<file path="src/rtl/run_ctrl_pkg.sv">
package run_ctrl_pkg;
    localparam int REG_W   = 16;
    localparam int TIME_W  = 64;
    localparam int TIME_WORDS = TIME_W / REG_W;
    localparam int IDX_MODE  = 0;
    localparam int IDX_CTRL  = 1;
    localparam int IDX_STAMP = 2;
    localparam logic [1:0] FLAG_VALID = 2'b10;

    typedef enum logic [0:0] {
        ST_IDLE = 1'b0,
        ST_RUN  = 1'b1
    } run_state_e;
endpackage

</file>
<file path="src/rtl/run_regs.sv">
module run_regs
    import run_ctrl_pkg::*;
#(
    parameter int ADDR_W  = 4,
    parameter int LIMIT_W = 32
) (
    input  logic                 clk,
    input  logic                 rst_n,
    input  logic                 wr_en,
    input  logic [ADDR_W-1:0]    addr,
    input  logic [REG_W-1:0]     wdata,
    input  logic                 running,
    input  logic [TIME_W-1:0]    stamp,
    output logic [1:0]           mode,
    output logic [LIMIT_W-1:0]   ms_limit,
    output logic [LIMIT_W-1:0]   ev_limit,
    output logic [REG_W-1:0]     rdata
);
    localparam int LIM_WORDS = LIMIT_W / REG_W;
    localparam int IDX_MSLIM = IDX_STAMP + TIME_WORDS;
    localparam int IDX_EVLIM = IDX_MSLIM + LIM_WORDS;

    logic [1:0] mode_q;

    always_ff @(posedge clk or negedge rst_n) begin
        if (!rst_n)
            mode_q <= '0;
        else if (wr_en && addr == ADDR_W'(IDX_MODE))
            mode_q <= wdata[1:0];
    end
    assign mode = mode_q;

    for (genvar w = 0; w < LIM_WORDS; w++) begin : g_lim
        always_ff @(posedge clk or negedge rst_n) begin
            if (!rst_n) begin
                ms_limit[w*REG_W +: REG_W] <= '0;
                ev_limit[w*REG_W +: REG_W] <= '0;
            end else if (wr_en) begin
                if (addr == ADDR_W'(IDX_MSLIM + w))
                    ms_limit[w*REG_W +: REG_W] <= wdata;
                if (addr == ADDR_W'(IDX_EVLIM + w))
                    ev_limit[w*REG_W +: REG_W] <= wdata;
            end
        end
    end

    always_comb begin
        rdata = '0;
        if (addr == ADDR_W'(IDX_MODE))
            rdata = {{(REG_W-2){1'b0}}, mode_q};
        if (addr == ADDR_W'(IDX_CTRL))
            rdata = {{(REG_W-1){1'b0}}, running};
        for (int i = 0; i < TIME_WORDS; i++)
            if (addr == ADDR_W'(IDX_STAMP + i))
                rdata = stamp[i*REG_W +: REG_W];
        for (int i = 0; i < LIM_WORDS; i++) begin
            if (addr == ADDR_W'(IDX_MSLIM + i))
                rdata = ms_limit[i*REG_W +: REG_W];
            if (addr == ADDR_W'(IDX_EVLIM + i))
                rdata = ev_limit[i*REG_W +: REG_W];
        end
    end
endmodule

</file>
<file path="src/rtl/run_limit.sv">
module run_limit #(
    parameter int CNT_W = 32
) (
    input  logic             clk,
    input  logic             rst_n,
    input  logic             clear,
    input  logic             running,
    input  logic             pulse,
    input  logic             enable,
    input  logic [CNT_W-1:0] limit,
    output logic             hit
);
    logic [CNT_W-1:0] cnt_q;
    logic [CNT_W:0]   cnt_next;

    assign cnt_next = {1'b0, cnt_q} + (CNT_W+1)'(1);

    always_ff @(posedge clk or negedge rst_n) begin
        if (!rst_n)
            cnt_q <= '0;
        else if (clear)
            cnt_q <= '0;
        else if (running && pulse)
            cnt_q <= cnt_next[CNT_W-1:0];
    end

    // a limit of zero is met by the first pulse, as is a limit of one
    assign hit = running && enable && pulse && (cnt_next >= {1'b0, limit});
endmodule

</file>
<file path="src/rtl/run_fsm.sv">
module run_fsm
    import run_ctrl_pkg::*;
(
    input  logic              clk,
    input  logic              rst_n,
    input  logic              start_req,
    input  logic              stop_req,
    input  logic              limit_hit,
    input  logic [TIME_W-1:0] tod,
    output logic              running,
    output logic              start_now,
    output logic [TIME_W-1:0] stamp
);
    run_state_e state_q, state_d;

    always_ff @(posedge clk or negedge rst_n) begin
        if (!rst_n)
            state_q <= ST_IDLE;
        else
            state_q <= state_d;
    end

    always_comb begin
        state_d = state_q;
        unique case (state_q)
            ST_IDLE: if (start_req) state_d = ST_RUN;
            ST_RUN:  if (stop_req || limit_hit) state_d = ST_IDLE;
            default: state_d = ST_IDLE;
        endcase
    end

    assign start_now = (state_q == ST_IDLE) && start_req;
    assign running   = (state_q == ST_RUN);

    always_ff @(posedge clk or negedge rst_n) begin
        if (!rst_n)
            stamp <= '0;
        else if (start_now)
            stamp <= tod;
    end
endmodule

</file>
<file path="src/rtl/run_ctrl_top.sv">
module run_ctrl_top
    import run_ctrl_pkg::*;
#(
    parameter int ADDR_W  = 4,
    parameter int LIMIT_W = 32
) (
    input  logic               clk,
    input  logic               rst_n,
    input  logic               reg_wr,
    input  logic [ADDR_W-1:0]  reg_addr,
    input  logic [REG_W-1:0]   reg_wdata,
    output logic [REG_W-1:0]   reg_rdata,
    input  logic               ms_tick,
    input  logic               evt_accept,
    input  logic [TIME_W-1:0]  tod_in,
    output logic               run_active,
    output logic [TIME_W-1:0]  start_time,
    output logic               start_valid
);
    logic [1:0]         mode_q;
    logic [LIMIT_W-1:0] ms_limit, ev_limit;
    logic               ctrl_wr, start_req, stop_req, start_now;
    logic               ms_hit, ev_hit;

    assign ctrl_wr   = reg_wr && (reg_addr == ADDR_W'(IDX_CTRL));
    assign start_req = ctrl_wr &&  reg_wdata[0];
    assign stop_req  = ctrl_wr && !reg_wdata[0];

    run_regs #(.ADDR_W(ADDR_W), .LIMIT_W(LIMIT_W)) u_regs (
        .clk(clk), .rst_n(rst_n), .wr_en(reg_wr), .addr(reg_addr),
        .wdata(reg_wdata), .running(run_active), .stamp(start_time),
        .mode(mode_q), .ms_limit(ms_limit), .ev_limit(ev_limit),
        .rdata(reg_rdata)
    );

    run_limit #(.CNT_W(LIMIT_W)) u_ms (
        .clk(clk), .rst_n(rst_n), .clear(start_now), .running(run_active),
        .pulse(ms_tick), .enable(mode_q[0]), .limit(ms_limit), .hit(ms_hit)
    );

    run_limit #(.CNT_W(LIMIT_W)) u_ev (
        .clk(clk), .rst_n(rst_n), .clear(start_now), .running(run_active),
        .pulse(evt_accept), .enable(mode_q[1]), .limit(ev_limit), .hit(ev_hit)
    );

    run_fsm u_fsm (
        .clk(clk), .rst_n(rst_n), .start_req(start_req), .stop_req(stop_req),
        .limit_hit(ms_hit || ev_hit), .tod(tod_in), .running(run_active),
        .start_now(start_now), .stamp(start_time)
    );

    assign start_valid = (start_time[1:0] == FLAG_VALID);
endmodule

</file>
<file path="config.mk">
export PLATFORM = sky130hd
export DESIGN_NAME = run_ctrl_top
export DESIGN_NICKNAME = d
export VERILOG_FILES = /design/src/rtl/run_ctrl_pkg.sv /design/src/rtl/run_regs.sv /design/src/rtl/run_limit.sv /design/src/rtl/run_fsm.sv /design/src/rtl/run_ctrl_top.sv
export SDC_FILE = /design/constraint.sdc
export NUM_CORES = 1
export LEC_CHECK = 0
export BUFFER_PORTS_ARGS = -buffer_cell sky130_fd_sc_hd__buf_2
export CORE_AREA = 2 2 172 174
export CTS_BUF_LIST = sky130_fd_sc_hd__clkbuf_2
export CTS_CLUSTER_SIZE = 12
export DETAILED_ROUTE_END_ITERATION = 7
export DIE_AREA = 0 0 174 176
export SETUP_SLACK_MARGIN = 0.05
export SLEW_MARGIN = 20
export SYNTH_ARGS = -nofsm -noshare
export SYNTH_HDL_FRONTEND = slang
export SYNTH_SLANG_ARGS = --single-unit
</file>
<file path="constraint.sdc">
create_clock -name clk -period 4 [get_ports clk]
set_input_delay 0 -clock clk [delete_from_list [all_inputs] [get_ports clk]]
set_output_delay 0 -clock clk [all_outputs]
set_load 0.05 [all_outputs]
</file>
==> results.py <==
metrics = {
    "outcome": {
        "status": "complete, no violations",
    },
    "yosys": {
        "synth_ff_type": "dfrtp_1",
        "synthTopCellsByArea": "dfrtp_1 43%, nand2_1 11%, ha_1 7.3%",
        "synthArstFlopShare": 1.000,
        "synth_cell_types": 56,
        "avgSynthCellArea_um2": 8.840,
        "syn_area_um2": 11310,
        "synth_top_area_share": 0.4316,
        "syn-num-nets": 1434,
        "syn_inst": 1279,
        "yosysTopAreaCell": "dfrtp_1",
        "ys_warn_count": 0,
        "synth_edf_count": 0,
        "synth_seq_cells": 195,
        "synth.yosys.seq_area_share": 0.4316,
    },
    "power_and_ir_drop": {
        "p_switching_mw": 2.380,
        "power_density_nw_per_um2": 381.9,
        "irDropWorstVdd_mv": 0.3169,
        "p_sw_frac": 0.4252,
        "intPower_mw": 3.217,
        "power_frac_comb": 0.347,
        "leakagePower_nw": 7.247,
        "p_clk_frac": 0.176,
        "seqPwrFrac": 0.477,
    },
    "clock_network": {
        "clkLatencyLatePin_ns": 0.79,
        "numCtsBuffers": 17,
        "cts_buffer_depth": 2,
        "htreeDepth": 4,
        "root_buffer": "clkbuf_2",
        "cts_tree": "built",
        "clk_pin_slew_ns": 0.28,
        "numClockSinks": 195,
    },
    "setup_path": {
        "arrival_ns": 4.44,
        "path_max_fanout": 7,
        "end_kind": "flop",
        "startpoint_type": "flop",
        "ff2ff_path_depth": 14,
        "cp_data_required_time_ns": 4.71,
        "critPathKind": "flop to flop",
    },
    "finish": {
        "stdcell_count": 2004,
        "fill_cells": 2605,
        "drive_gt1_frac": 0.1947,
        "post-route-util": 0.5135,
        "multi_input_area_um2": 5964,
        "area.growth.synth_to_final_pct": 29.65,
        "regArea_um2": 4882,
        "nets": 1761,
    },
    "floorplanning": {
        "die_height_um": 176,
        "die_w_um": 174,
        "rows": 62,
        "start_util": 0.3960,
        "core_area_um2": 28550,
        "dieArea_um2": 30620,
        "ios": 171,
    },
    "timing": {
        "finClkSkew_ns": 0.03373,
        "fmax_mhz": 268.2,
        "rsz0062_at_grt": "no",
        "finalCritPeriodShare": 0.9323,
        "slew_viol_final": 0,
        "final-hold-violation-count": 0,
        "timing.hold.ws_ns": 0.09446,
        "setup_viol": 0,
        "slew_headroom": 0.3201,
        "fin_setup_tns_ns": 0,
        "tightestPinTransition_ns": 1.014,
        "fin_crit_ns": 3.729,
    },
    "global_routing": {
        "grt_pass1_wl_um": 60780,
        "first_global_vias": 10790,
        "overflow": 0,
        "grtUsageTotal": 0.2566,
        "antenna_found_initial": 2,
        "grt_max_degree": 108,
    },
    "detailed_routing": {
        "dr_total_vias": 10910,
        "ant_nets": 0,
        "drc": 0,
        "dr.pass1.iters": 6,
        "via_per_inst": 5.443,
        "wl_um": 38990,
        "wl_per_cell_um": 19.46,
        "drt_iter0_markers": 849,
    },
    "place": {
        "place_congestion": 0.8975,
        "port_buffers": 170,
        "placedCellCount": 1789,
        "hpwl_um": 26620,
    },
    "worst_hold_path": {
        "hold_depth": 3,
        "min_path_type": "input pin to flop",
    },
    "job": {
        "cap_viol_max_count": 0,
    },
}
[path summary, 6_finish.rpt]
check,startpoint,endpoint,slack [ns]
setup / recovery,u_ev.cnt_q[2]$_DFFE_PN0P_,u_fsm.running$_DFF_PN0_,0.27
hold / removal,reg_wdata[14],u_regs.ev_limit[30]$_DFFE_PN0P_,0.09
setup reg to reg,u_ev.cnt_q[2]$_DFFE_PN0P_,u_fsm.running$_DFF_PN0_,0.27
hold reg to reg,u_ms.cnt_q[31]$_DFFE_PN0P_,u_ms.cnt_q[31]$_DFFE_PN0P_,0.54
max in group asynchronous,rst_n,u_ev.cnt_q[5]$_DFFE_PN0P_,3.10
min in group asynchronous,rst_n,u_ms.cnt_q[20]$_DFFE_PN0P_,0.31
[critical path, cell delays in order, from the launching register on]
cell      delay [ns]
dfrtp_1         0.53
nand2_2         0.09
or4_4           0.58
nor4_4          0.38
and3_1          0.29
nand3_2         0.12
xnor2_1         0.15
ha_1            0.30
nand4_1         0.08
nor4_1          0.28
a41oi_1         0.14
o21ai_0         0.25
a211oi_1        0.10
a211oi_1        0.26
o21ai_0         0.12
[cells in the final DEF (no fill, tap or decap), types with 16 or more instances in the layout]
| cell | n |
|---|---|
| buf_2 | 169 |
| dlygate4sd3_1 | 180 |
| inv_1 | 69 |
| ha_1 | 65 |
| a21oi_1 | 24 |
| a31oi_1 | 16 |
| nand4_1 | 31 |
| mux2_2 | 67 |
| a22oi_1 | 34 |
| o31ai_1 | 21 |
| nor2_1 | 62 |
| clkbuf_2 | 17 |
| xor2_1 | 22 |
| dfrtp_1 | 193 |
| nand3_1 | 57 |
| nand2_1 | 333 |
| xnor2_1 | 38 |
| o21ai_0 | 63 |
[cell families (layout without fill, tap and decap cells)]
group | Yosys count | after routing | synth area share
compound gates | 210 | 210 | 0.1197
xor+xnor | 60 | 60 | 0.04648
buf+inv | 128 | 467 | 0.04515
simple gates | 552 | 552 | 0.2164
fa+ha+maj | 66 | 66 | 0.07304
other cells | 0 | 2 | 0
flops | 195 | 195 | 0.4316
mux | 68 | 68 | 0.06762
[layer usage]
metal,share of wire,wire (µm),GRT usage,up-vias
li1,-,-,-,5063
met1,0.43,16890,0.3412,5253
met2,0.45,17580,0.4060,511
met3,0.083,3219,0.06589,80
met4,0.033,1306,0.09244,0
met5,0,0,0,-
[what timing repair did]
| action | in CTS | in global routing |
|---|---|---|
| setup buffers | 0 | 0 |
| endpoints found under the hold margin | 390 | 9 |
| hold buffers | 177 | 4 |
| resized for setup | 0 | 8 |
| setup endpoints to repair | 0 | 1 |
[layout make-up]
class / count / area share
timing repair buffer: 367 / 0.1939
inverter: 69 / 0.01767
sequential: 195 / 0.3331
multi-input combinational: 956 / 0.4069
antenna: 2 / 0.0003414
clock inverter: 14 / 0.009560
clock buffer: 17 / 0.005805
tap: 384 / 0.03278
[Yosys cell counts, types with 13 or more instances]
library cell	count
and3_1	13
a21oi_1	24
ha_1	66
a31oi_1	16
nand3_1	57
xnor2_1	38
o31ai_1	21
inv_1	69
o21ai_0	63
clkbuf_1	48
dfrtp_1	195
xor2_1	22
a22oi_1	34
nand4_1	31
mux2_2	67
nor2_1	67
nand2_1	333
[registers in the layout, summed over array words and instances, names as in the netlist]
| register | cells |
|---|---|
| u_fsm.stamp | 64 |
| u_ev.cnt_q | 32 |
| u_ms.cnt_q | 32 |
| u_regs.ev_limit | 32 |
| u_regs.ms_limit | 32 |
| u_regs.mode | 2 |
| u_fsm.running | 1 |
[stage by stage]
stage / setup slack, ns / area, µm² / total power [mW]
floorplan: 0.6413 / 11310 / 3.817
global placement: 0.3279 / 12540 / 4.437
detailed placement: 0.1739 / 12540 / 4.464
CTS: 0.1744 / 14560 / 5.556
global route: 0.01249 / 14660 / 5.903
finish: 0.2708 / 14660 / 5.597
[power groups by stage]
stage          Combinational [mW]  Clock, mW  Sequential (mW)
2_1_floorplan               0.856          0             2.96
3_3_place_gp                 1.75          0             2.68
3_5_place_dp                 1.77          0             2.69
4_1_cts                      1.90       1.00             2.66
5_1_grt                      2.11       1.09             2.71
6_report                     1.94      0.983             2.67
(Power assumes the default switching activity.)
